**config.mk**
```make
export PLATFORM = sky130hd
export DESIGN_NAME = adm_encoder
export DESIGN_NICKNAME = d
export VERILOG_FILES = /design/src/rtl/adm_pkg.sv /design/src/rtl/adm_cmp.sv /design/src/rtl/adm_step.sv /design/src/rtl/adm_acc.sv /design/src/rtl/adm_encoder.sv
export SDC_FILE = /design/constraint.sdc
export NUM_CORES = 1
export LEC_CHECK = 0
export ABC_AREA = 1
export CAP_MARGIN = 20
export CORE_MARGIN = 2
export CORE_UTILIZATION = 60
export CTS_BUF_LIST = sky130_fd_sc_hd__clkbuf_8
export DETAILED_ROUTE_END_ITERATION = 6
export GPL_TIMING_DRIVEN = 0
export PLACE_DENSITY = 0.85
export SYNTH_ARGS = -nofsm -noshare
export SYNTH_HDL_FRONTEND = slang
export SYNTH_HIERARCHICAL = 1
export SYNTH_SLANG_ARGS = --single-unit
```
**constraint.sdc**
```tcl
create_clock -name clk_i -period 7.7 [get_ports clk_i]
set_clock_uncertainty 0.05 [all_clocks]
set_input_delay 1.925 -clock clk_i [delete_from_list [all_inputs] [get_ports clk_i]]
set_output_delay 1.925 -clock clk_i [all_outputs]
set_load 0.01 [all_outputs]
```
**src/rtl/adm_pkg.sv**
```systemverilog
package adm_pkg;
  // 1.15 approximated as 147/128
  localparam int unsigned GROW_NUM = 147;
  localparam int unsigned GROW_SH  = 7;
  localparam int unsigned MIN_STEP = 1;
endpackage

```
**src/rtl/adm_cmp.sv**
```systemverilog
module adm_cmp #(
  parameter int unsigned DATA_W = 8
) (
  input  logic [DATA_W-1:0] sample_i,
  input  logic [DATA_W-1:0] est_i,
  output logic              up_o
);
  // strict compare: equal counts as down
  assign up_o = $signed(sample_i) > $signed(est_i);
endmodule

```
**src/rtl/adm_step.sv**
```systemverilog
module adm_step #(
  parameter int unsigned STEP_W   = 6,
  parameter int unsigned MAX_STEP = 32,
  parameter int unsigned GROW_NUM = 147,
  parameter int unsigned GROW_SH  = 7,
  parameter int unsigned MIN_STEP = 1
) (
  input  logic [STEP_W-1:0] prev_mag_i,
  input  logic              agree_i,
  output logic [STEP_W-1:0] mag_o
);
  localparam int unsigned NUM_W  = $clog2(GROW_NUM + 1);
  localparam int unsigned PROD_W = STEP_W + NUM_W;

  logic [PROD_W-1:0] prod, grown, shrunk, raw;

  always_comb begin
    prod   = PROD_W'(prev_mag_i) * PROD_W'(GROW_NUM);
    grown  = prod >> GROW_SH;
    shrunk = PROD_W'(prev_mag_i >> 1);
    raw    = agree_i ? grown : shrunk;
    if (raw < PROD_W'(MIN_STEP))
      mag_o = STEP_W'(MIN_STEP);
    else if (raw > PROD_W'(MAX_STEP))
      mag_o = STEP_W'(MAX_STEP);
    else
      mag_o = raw[STEP_W-1:0];
  end
endmodule

```
**src/rtl/adm_acc.sv**
```systemverilog
module adm_acc #(
  parameter int unsigned DATA_W = 8,
  parameter int unsigned STEP_W = 6
) (
  input  logic [DATA_W-1:0] est_i,
  input  logic              up_i,
  input  logic [STEP_W-1:0] mag_i,
  output logic [DATA_W-1:0] est_o,
  output logic [STEP_W-1:0] chg_mag_o
);
  localparam int unsigned SUM_W = DATA_W + 2;
  localparam logic signed [SUM_W-1:0] HI = SUM_W'((64'd1 << (DATA_W - 1)) - 64'd1);
  localparam logic signed [SUM_W-1:0] LO = -HI - SUM_W'(1);

  logic signed [SUM_W-1:0] est_ext, mag_ext, sum, sat, diff;
  logic        [SUM_W-1:0] diff_abs;

  always_comb begin
    est_ext = $signed({{2{est_i[DATA_W-1]}}, est_i});
    mag_ext = $signed({{(SUM_W-STEP_W){1'b0}}, mag_i});
    sum     = up_i ? est_ext + mag_ext : est_ext - mag_ext;
    if (sum > HI)      sat = HI;
    else if (sum < LO) sat = LO;
    else               sat = sum;
    est_o    = sat[DATA_W-1:0];
    diff     = sat - est_ext;
    diff_abs = diff[SUM_W-1] ? SUM_W'(-diff) : SUM_W'(diff);
    // applied change never exceeds mag_i, so it fits STEP_W
    chg_mag_o = diff_abs[STEP_W-1:0];
  end
endmodule

```
**src/rtl/adm_encoder.sv**
```systemverilog
module adm_encoder #(
  parameter int unsigned DATA_W   = 8,
  parameter int unsigned MAX_STEP = 32
) (
  input  logic              clk_i,
  input  logic              rst_ni,
  input  logic [DATA_W-1:0] sample_i,
  input  logic              sample_valid_i,
  output logic              bit_o,
  output logic              bit_valid_o,
  output logic [DATA_W-1:0] estimate_o
);
  import adm_pkg::*;

  localparam int unsigned STEP_W = $clog2(MAX_STEP + 1);

  logic [DATA_W-1:0] est_q, est_nxt;
  logic [STEP_W-1:0] prev_mag_q, mag, chg_mag;
  logic              prev_bit_q, up, bit_q, vld_q;

  adm_cmp #(.DATA_W(DATA_W)) u_cmp (
    .sample_i (sample_i),
    .est_i    (est_q),
    .up_o     (up)
  );

  adm_step #(
    .STEP_W   (STEP_W),
    .MAX_STEP (MAX_STEP),
    .GROW_NUM (GROW_NUM),
    .GROW_SH  (GROW_SH),
    .MIN_STEP (MIN_STEP)
  ) u_step (
    .prev_mag_i (prev_mag_q),
    .agree_i    (up == prev_bit_q),
    .mag_o      (mag)
  );

  adm_acc #(.DATA_W(DATA_W), .STEP_W(STEP_W)) u_acc (
    .est_i     (est_q),
    .up_i      (up),
    .mag_i     (mag),
    .est_o     (est_nxt),
    .chg_mag_o (chg_mag)
  );

  always_ff @(posedge clk_i or negedge rst_ni) begin
    if (!rst_ni) begin
      est_q      <= '0;
      prev_bit_q <= 1'b1;
      prev_mag_q <= STEP_W'(MIN_STEP);
      bit_q      <= 1'b0;
      vld_q      <= 1'b0;
    end else begin
      vld_q <= sample_valid_i;
      if (sample_valid_i) begin
        est_q      <= est_nxt;
        prev_bit_q <= up;
        prev_mag_q <= chg_mag;
        bit_q      <= up;
      end
    end
  end

  assign bit_o       = bit_q;
  assign bit_valid_o = vld_q;
  assign estimate_o  = est_q;

  assert_valid_pulse_R9: assert property (@(posedge clk_i) disable iff (!rst_ni)
    sample_valid_i |=> bit_valid_o);
  assert_no_spurious_R9: assert property (@(posedge clk_i) disable iff (!rst_ni)
    !sample_valid_i |=> !bit_valid_o);
  assert_hold_R10: assert property (@(posedge clk_i) disable iff (!rst_ni)
    !sample_valid_i |=> $stable(estimate_o));
  assert_strict_cmp_R2: assert property (@(posedge clk_i) disable iff (!rst_ni)
    sample_valid_i |=> (bit_o == ($signed($past(sample_i)) > $signed($past(estimate_o)))));
  assert_direction_R6: assert property (@(posedge clk_i) disable iff (!rst_ni)
    bit_valid_o |-> (bit_o ? ($signed(estimate_o) >= $signed($past(estimate_o)))
                           : ($signed(estimate_o) <= $signed($past(estimate_o)))));
  assert_step_limit_R7: assert property (@(posedge clk_i) disable iff (!rst_ni)
    bit_valid_o |-> (($signed(estimate_o) - $signed($past(estimate_o)) <= $signed(MAX_STEP)) &&
                     ($signed($past(estimate_o)) - $signed(estimate_o) <= $signed(MAX_STEP))));
endmodule

```
==> results.py, run 1 <==
metrics = {
    "status": {
        "status": "finished clean",
    },
    "floorplan": {
        "initial_core_util": 0.612,
        "core_um2": 5010,
        "die_h_um": 75.5,
        "die-area_um2": 5700,
        "num_io_pins": 21,
        "rows": 26,
        "die_w_um": 75.5,
    },
    "setup_path": {
        "max_stage_delay_ps": 580,
        "cp_num_buf_inv": 6,
        "cp_slowest_cell": "fa_2",
        "crit_fanout": 7,
        "cp-start-kind": "primary input",
        "ff2ff_path_depth": 40,
        "crit_type": "in -> reg",
        "worstPathRequired_ps": 7790,
        "worstSetupPathDepth": 44,
        "worstSetupEndpointType": "flop",
        "cpMostUsedCell": "nand2_1",
        "critPathArrivalTime_ps": 7630,
        "crit_family": "simple AND/OR/NAND/NOR gates",
    },
    "logic_synthesis": {
        "async_flop_share": 1.00,
        "ys_top_cells_by_count": "nand2_1, inv_1, ha_1, nand3_1, a21oi_1",
        "synth_cells": 471,
        "synth_cell_types": 35,
        "synth_area_per_cell_um2": 6.51,
        "ys_ff_latch": 17,
        "yosys-top-cells-area": "nand2_1, ha_1, dfrtp_1",
        "yosysTopAreaCell": "nand2_1",
        "synth.most_common_cell": "nand2_1",
        "synth_edf_count": 0,
        "synthFlopType": "dfrtp_1",
        "synth_nets": 539,
        "netlist.area_leader.share": 0.224,
        "syn_area_um2": 3070,
        "yosysWarnings": 6,
        "seq_area_frac_synth": 0.140,
    },
    "route": {
        "antenna_left": 0,
        "top_layer_used": "met4",
        "wl_met3_um": 339,
        "detail_route.wl_per_cell_um": 13.6,
        "drc_errors": 0,
        "dr.pass1.iters": 5,
        "met2WireLength_um": 3900,
        "viasPerCell": 5.39,
        "via_count": 3126,
        "wl_met1_um": 3500,
        "routed_wl_um": 7910,
        "drtIter0Drc": 201,
    },
    "placement": {
        "routabilityCongestion": 0.877,
        "dp_hpwl_um": 5310,
        "place_ws_ps": -545,
        "port_buffers": 20,
    },
    "clock_network": {
        "clk_latency_ps": 250,
        "cts_sinks": 17,
        "cts_tree": "done",
        "cts_hold_buf": 0,
        "clk_transition_reported_paths_ps": 70,
        "cts-root-buf": "clkbuf_8",
        "numCtsBuffers": 3,
        "clock_path_buffers": 2,
        "htree_levels": 1,
    },
    "timing": {
        "clock.fmax_ghz": 0.133,
        "hold_viol": 0,
        "min_period_over_period": 0.979,
        "drv_slew": 0,
        "tightest_slew_ps": 741,
        "setup_viol": 0,
        "tns_ps": 0,
        "layout_setup_ws_ps": 164,
        "min_period_ps": 7540,
        "slew_headroom": 0.504,
    },
    "flow_run": {
        "maxCapViolations": 0,
    },
    "min_path": {
        "holdCritPathClass": "reg -> reg",
        "whs_path_depth": 2,
    },
    "finish": {
        "diodes": 0,
        "area_delta_synth_final_pct": 23.9,
        "nets": 579,
        "drive_gt1_frac": 0.247,
    },
    "grt": {
        "grt_pass1_vias": 2598,
        "grt_first_pass_wirelength_um": 11000,
        "grt_usage": 0.243,
        "grt_max_degree": 18,
        "grt-ovfl-total": 0,
        "grt_antenna_before_repair": 0,
    },
}
-- sequential cells by signal, summed over array words and instances, names as in the netlist --
signal / flops
prev_bit_q: 1
estimate_o: 8
bit_o: 1
bit_valid_o: 1
prev_mag_q: 6
-- tightest hold or removal path: cells and delay by family (launching register included) --
family / cells / cell delay, ps
flip-flops: 1 / 370
AND/OR/NAND/NOR: 2 / 90
-- stage by stage --
step / util / std cells / hold slack (ps) / instance area (um^2)
final: 0.758 / 580 / 417 / 3800
after global routing: 0.758 / 580 / 427 / 3800
after CTS: 0.684 / 567 / 419 / 3430
after detailed placement: 0.670 / 561 / 409 / 3350
after global placement: 0.670 / 561 / 406 / 3350
after floorplan: - / 471 / 399 / 3070
-- final cells by class --
cell class / count / area, um^2
Multi-Input combinational cell: 379 / 2580
Fill cell: 368 / 1210
Sequential cell: 17 / 428
Timing Repair Buffer: 35 / 332
Inverter: 71 / 274
Tap cell: 70 / 87.6
Buffer: 4 / 56.3
Clock buffer: 3 / 41.3
Clock inverter: 1 / 3.75
-- layer usage --
metal  vias up  track usage
li1       1584            -
met1      1418        0.327
met2       102        0.418
met3        22       0.0146
met4         0       0.0741
met5         -            0
-- timing repair --
action / CTS / global route
hold endpoints to repair: 0 / 0
setup buffers: 2 / 12
endpoints found under the setup margin: 5 / 5
pin swaps: 2 / 42
gates cloned: 0 / 1
resized for setup: 5 / 72
-- cell families (layout without fill, tap and decap cells) --
| group | after synthesis | after routing | share of synthesized area |
|---|---|---|---|
| simple gates | 277 | 277 | 0.416 |
| xor+xnor | 10 | 10 | 0.0286 |
| flops | 17 | 17 | 0.140 |
| fa+ha+maj | 57 | 57 | 0.240 |
| compound gates | 35 | 35 | 0.0681 |
| buf+inv | 75 | 114 | 0.108 |
-- cell usage in the layout (no fill, tap or decap), types with 5 or more instances in the layout --
| cell type | count |
|---|---|
| nand3_1 | 29 |
| nor2_2 | 8 |
| dlymetal6s2s_1 | 7 |
| clkdlybuf4s50_1 | 13 |
| ha_4 | 5 |
| nand2_4 | 5 |
| xor2_1 | 9 |
| nor2_4 | 6 |
| a21oi_2 | 10 |
| nand3_2 | 9 |
| inv_1 | 65 |
| nand2_1 | 165 |
| dfrtp_1 | 15 |
| ha_2 | 6 |
| ha_1 | 43 |
| buf_4 | 13 |
| nor2_1 | 8 |
| nand4_1 | 5 |
| a21oi_1 | 10 |
| nand2_2 | 30 |
| inv_2 | 6 |
-- worst paths after layout --
path                                                 from                        end  slack, ps
worst max register to register  prev_mag_q[4]$_DFFE_PN0P_  prev_mag_q[4]$_DFFE_PN0P_        980
worst min-delay path               prev_bit_q$_DFFE_PN1P_     prev_bit_q$_DFFE_PN1P_        420
worst max-delay path                          sample_i[4]  prev_mag_q[4]$_DFFE_PN0P_        160
min in group asynchronous                          rst_ni  estimate_o[7]$_DFFE_PN0P_       2070
max in group asynchronous                          rst_ni  estimate_o[0]$_DFFE_PN0P_       5070
worst min register to register     prev_bit_q$_DFFE_PN1P_     prev_bit_q$_DFFE_PN1P_        420
Power of run 1 is not shown: default switching activity piles up to over one toggle a cycle in this logic, so the estimate is an artifact.
==> run 2, diff against run 1 <==
- PLACE_DENSITY: 0.85 -> 0.81
==> run 2 against run 1 <==
Effect of this change:
- fmax up 2.5%
- critical path depth increased by 6
- sequential share of layout area grew 0.20 points
- first-iteration DRC count shrank 13%
- die area stayed put
- non-clock buffer count unchanged
- cell count is the same
- register-to-register slack better by 20 ps
- hold slack better by 11 ps
- via count is 2.3% lower
- cell area is 1.7% lower
- global-route usage about the same
- critical path type unchanged
- largest cell class unchanged
- highest routed layer unchanged
==> results.py, run 2 (synthesis results as in run 1) <==
metrics = {
    "status": {
        "status": "finished clean",
    },
    "clock_network": {
        "cts_sinks": 17,
        "numCtsBuffers": 3,
        "clock_path_buffers": 2,
        "cts_hold_buf": 0,
        "htree_levels": 1,
        "clk_latency_ps": 250,
        "clk_transition_reported_paths_ps": 60,
        "cts-root-buf": "clkbuf_8",
        "cts_tree": "done",
    },
    "finish": {
        "register_area_um2": 428,
        "final_util": 0.745,
        "nets": 579,
        "largest_reg_flops": 8,
        "final_cell_mix": "nand2_1, inv_1, ha_1",
        "multi_input_area_um2": 2510,
        "area_delta_synth_final_pct": 21.7,
        "final_common_cell": "nand2_1",
        "diodes": 0,
        "final_cell_count_no_fill": 580,
        "drive_gt1_frac": 0.227,
        "n_fill_cell": 400,
    },
    "setup_path": {
        "cp_slowest_cell": "fa_2",
        "crit_path_start": "sample_i[1]",
        "ff2ff_path_depth": 49,
        "worstSetupEndpointType": "flop",
        "critPathArrivalTime_ps": 7440,
        "cpMostUsedCell": "nand2_1",
        "worstPathRequired_ps": 7790,
        "timing.rr.end": "prev_mag_q[3]$_DFFE_PN0P_",
        "rrSetupSlack_ps": 1000,
        "crit_type": "in -> reg",
        "max_stage_delay_ps": 580,
        "cp-start-kind": "primary input",
        "crit_fanout": 6,
        "cp-endpoint": "prev_mag_q[3]$_DFFE_PN0P_",
        "reg2reg_from": "prev_mag_q[4]$_DFFE_PN0P_",
    },
    "timing": {
        "tns_ps": 0,
        "layout_setup_ws_ps": 349,
        "hold_viol": 0,
        "min_period_over_period": 0.955,
        "drv_slew": 0,
        "min_period_ps": 7350,
        "slew_headroom": 0.509,
        "tightest_slew_ps": 734,
        "clock.fmax_ghz": 0.136,
        "setup_viol": 0,
    },
    "placement": {
        "port_buffers": 20,
        "placed_cells": 561,
        "dp_hpwl_um": 5350,
        "place_ws_ps": -665,
        "routabilityCongestion": 0.873,
    },
    "floorplan": {
        "rows": 26,
        "core_um2": 5010,
        "num_io_pins": 21,
        "initial_core_util": 0.612,
        "die_w_um": 75.5,
        "die_h_um": 75.5,
        "die-area_um2": 5700,
    },
    "min_path": {
        "holdCritPathClass": "reg -> reg",
    },
    "grt": {
        "grt_pass1_vias": 2607,
        "grt_first_pass_wirelength_um": 11000,
        "grt_usage": 0.243,
        "grt-ovfl-total": 0,
        "grt_antenna_before_repair": 0,
        "grt_max_degree": 18,
    },
    "route": {
        "routed_wl_um": 7040,
        "drtIter0Drc": 175,
        "detail_route.wl_per_cell_um": 12.1,
        "antenna_left": 0,
        "dr.pass1.iters": 5,
        "drc_errors": 0,
        "via_count": 3053,
        "viasPerCell": 5.26,
    },
    "flow_run": {
        "maxCapViolations": 0,
    },
}
## run 2: stage by stage
stage	area, um^2	hold slack, ps
2_1_floorplan	3070	399
3_3_place_gp	3350	406
3_5_place_dp	3350	418
4_1_cts	3460	428
5_1_grt	3730	459
6_report	3730	429
## run 2: how the worst min path moves through the flow
stage	from	to	slack, ps	cells after the start
floorplan	prev_bit_q$_DFFE_PN1P_	prev_bit_q$_DFFE_PN1P_	400	2
global placement	prev_bit_q$_DFFE_PN1P_	prev_bit_q$_DFFE_PN1P_	410	2
detailed placement	prev_bit_q$_DFFE_PN1P_	prev_bit_q$_DFFE_PN1P_	420	2
CTS	prev_bit_q$_DFFE_PN1P_	prev_bit_q$_DFFE_PN1P_	430	2
global route	prev_bit_q$_DFFE_PN1P_	prev_bit_q$_DFFE_PN1P_	460	2
finish	prev_bit_q$_DFFE_PN1P_	prev_bit_q$_DFFE_PN1P_	430	2
## run 2: final cells by class
cell class,count,area share
buffer,4,0.0151
clock buffer,3,0.0111
clock inverter,1,0.00101
inverter,71,0.0741
multi-input combinational,379,0.672
sequential,17,0.115
tap,70,0.0235
timing repair buffer,35,0.0885
## run 2: what timing repair did
action	4_1_cts	5_1_grt
gates resized for setup	8	58
hold endpoints to repair	0	0
cloned	0	1
buffers inserted	3	11
endpoints found under the setup margin	5	5
pin swaps	4	39
## run 2: worst max-delay path, delay by kind of cell
kind | cells | cell delay (ps)
simple gates | 31 | 2310
buf+inv | 9 | 790
xor+xnor | 2 | 360
compound gates | 3 | 470
fa+ha+maj | 5 | 1560
## run 2: routing by layer
layer,global-route usage,share of wire,vias up
met5,0,0,-
met1,0.338,0.48,1388
met3,0.0146,0.028,11
met2,0.415,0.48,70
li1,-,-,1584
met4,0.0565,0.016,0
Power of run 2 is left out for the same reason.
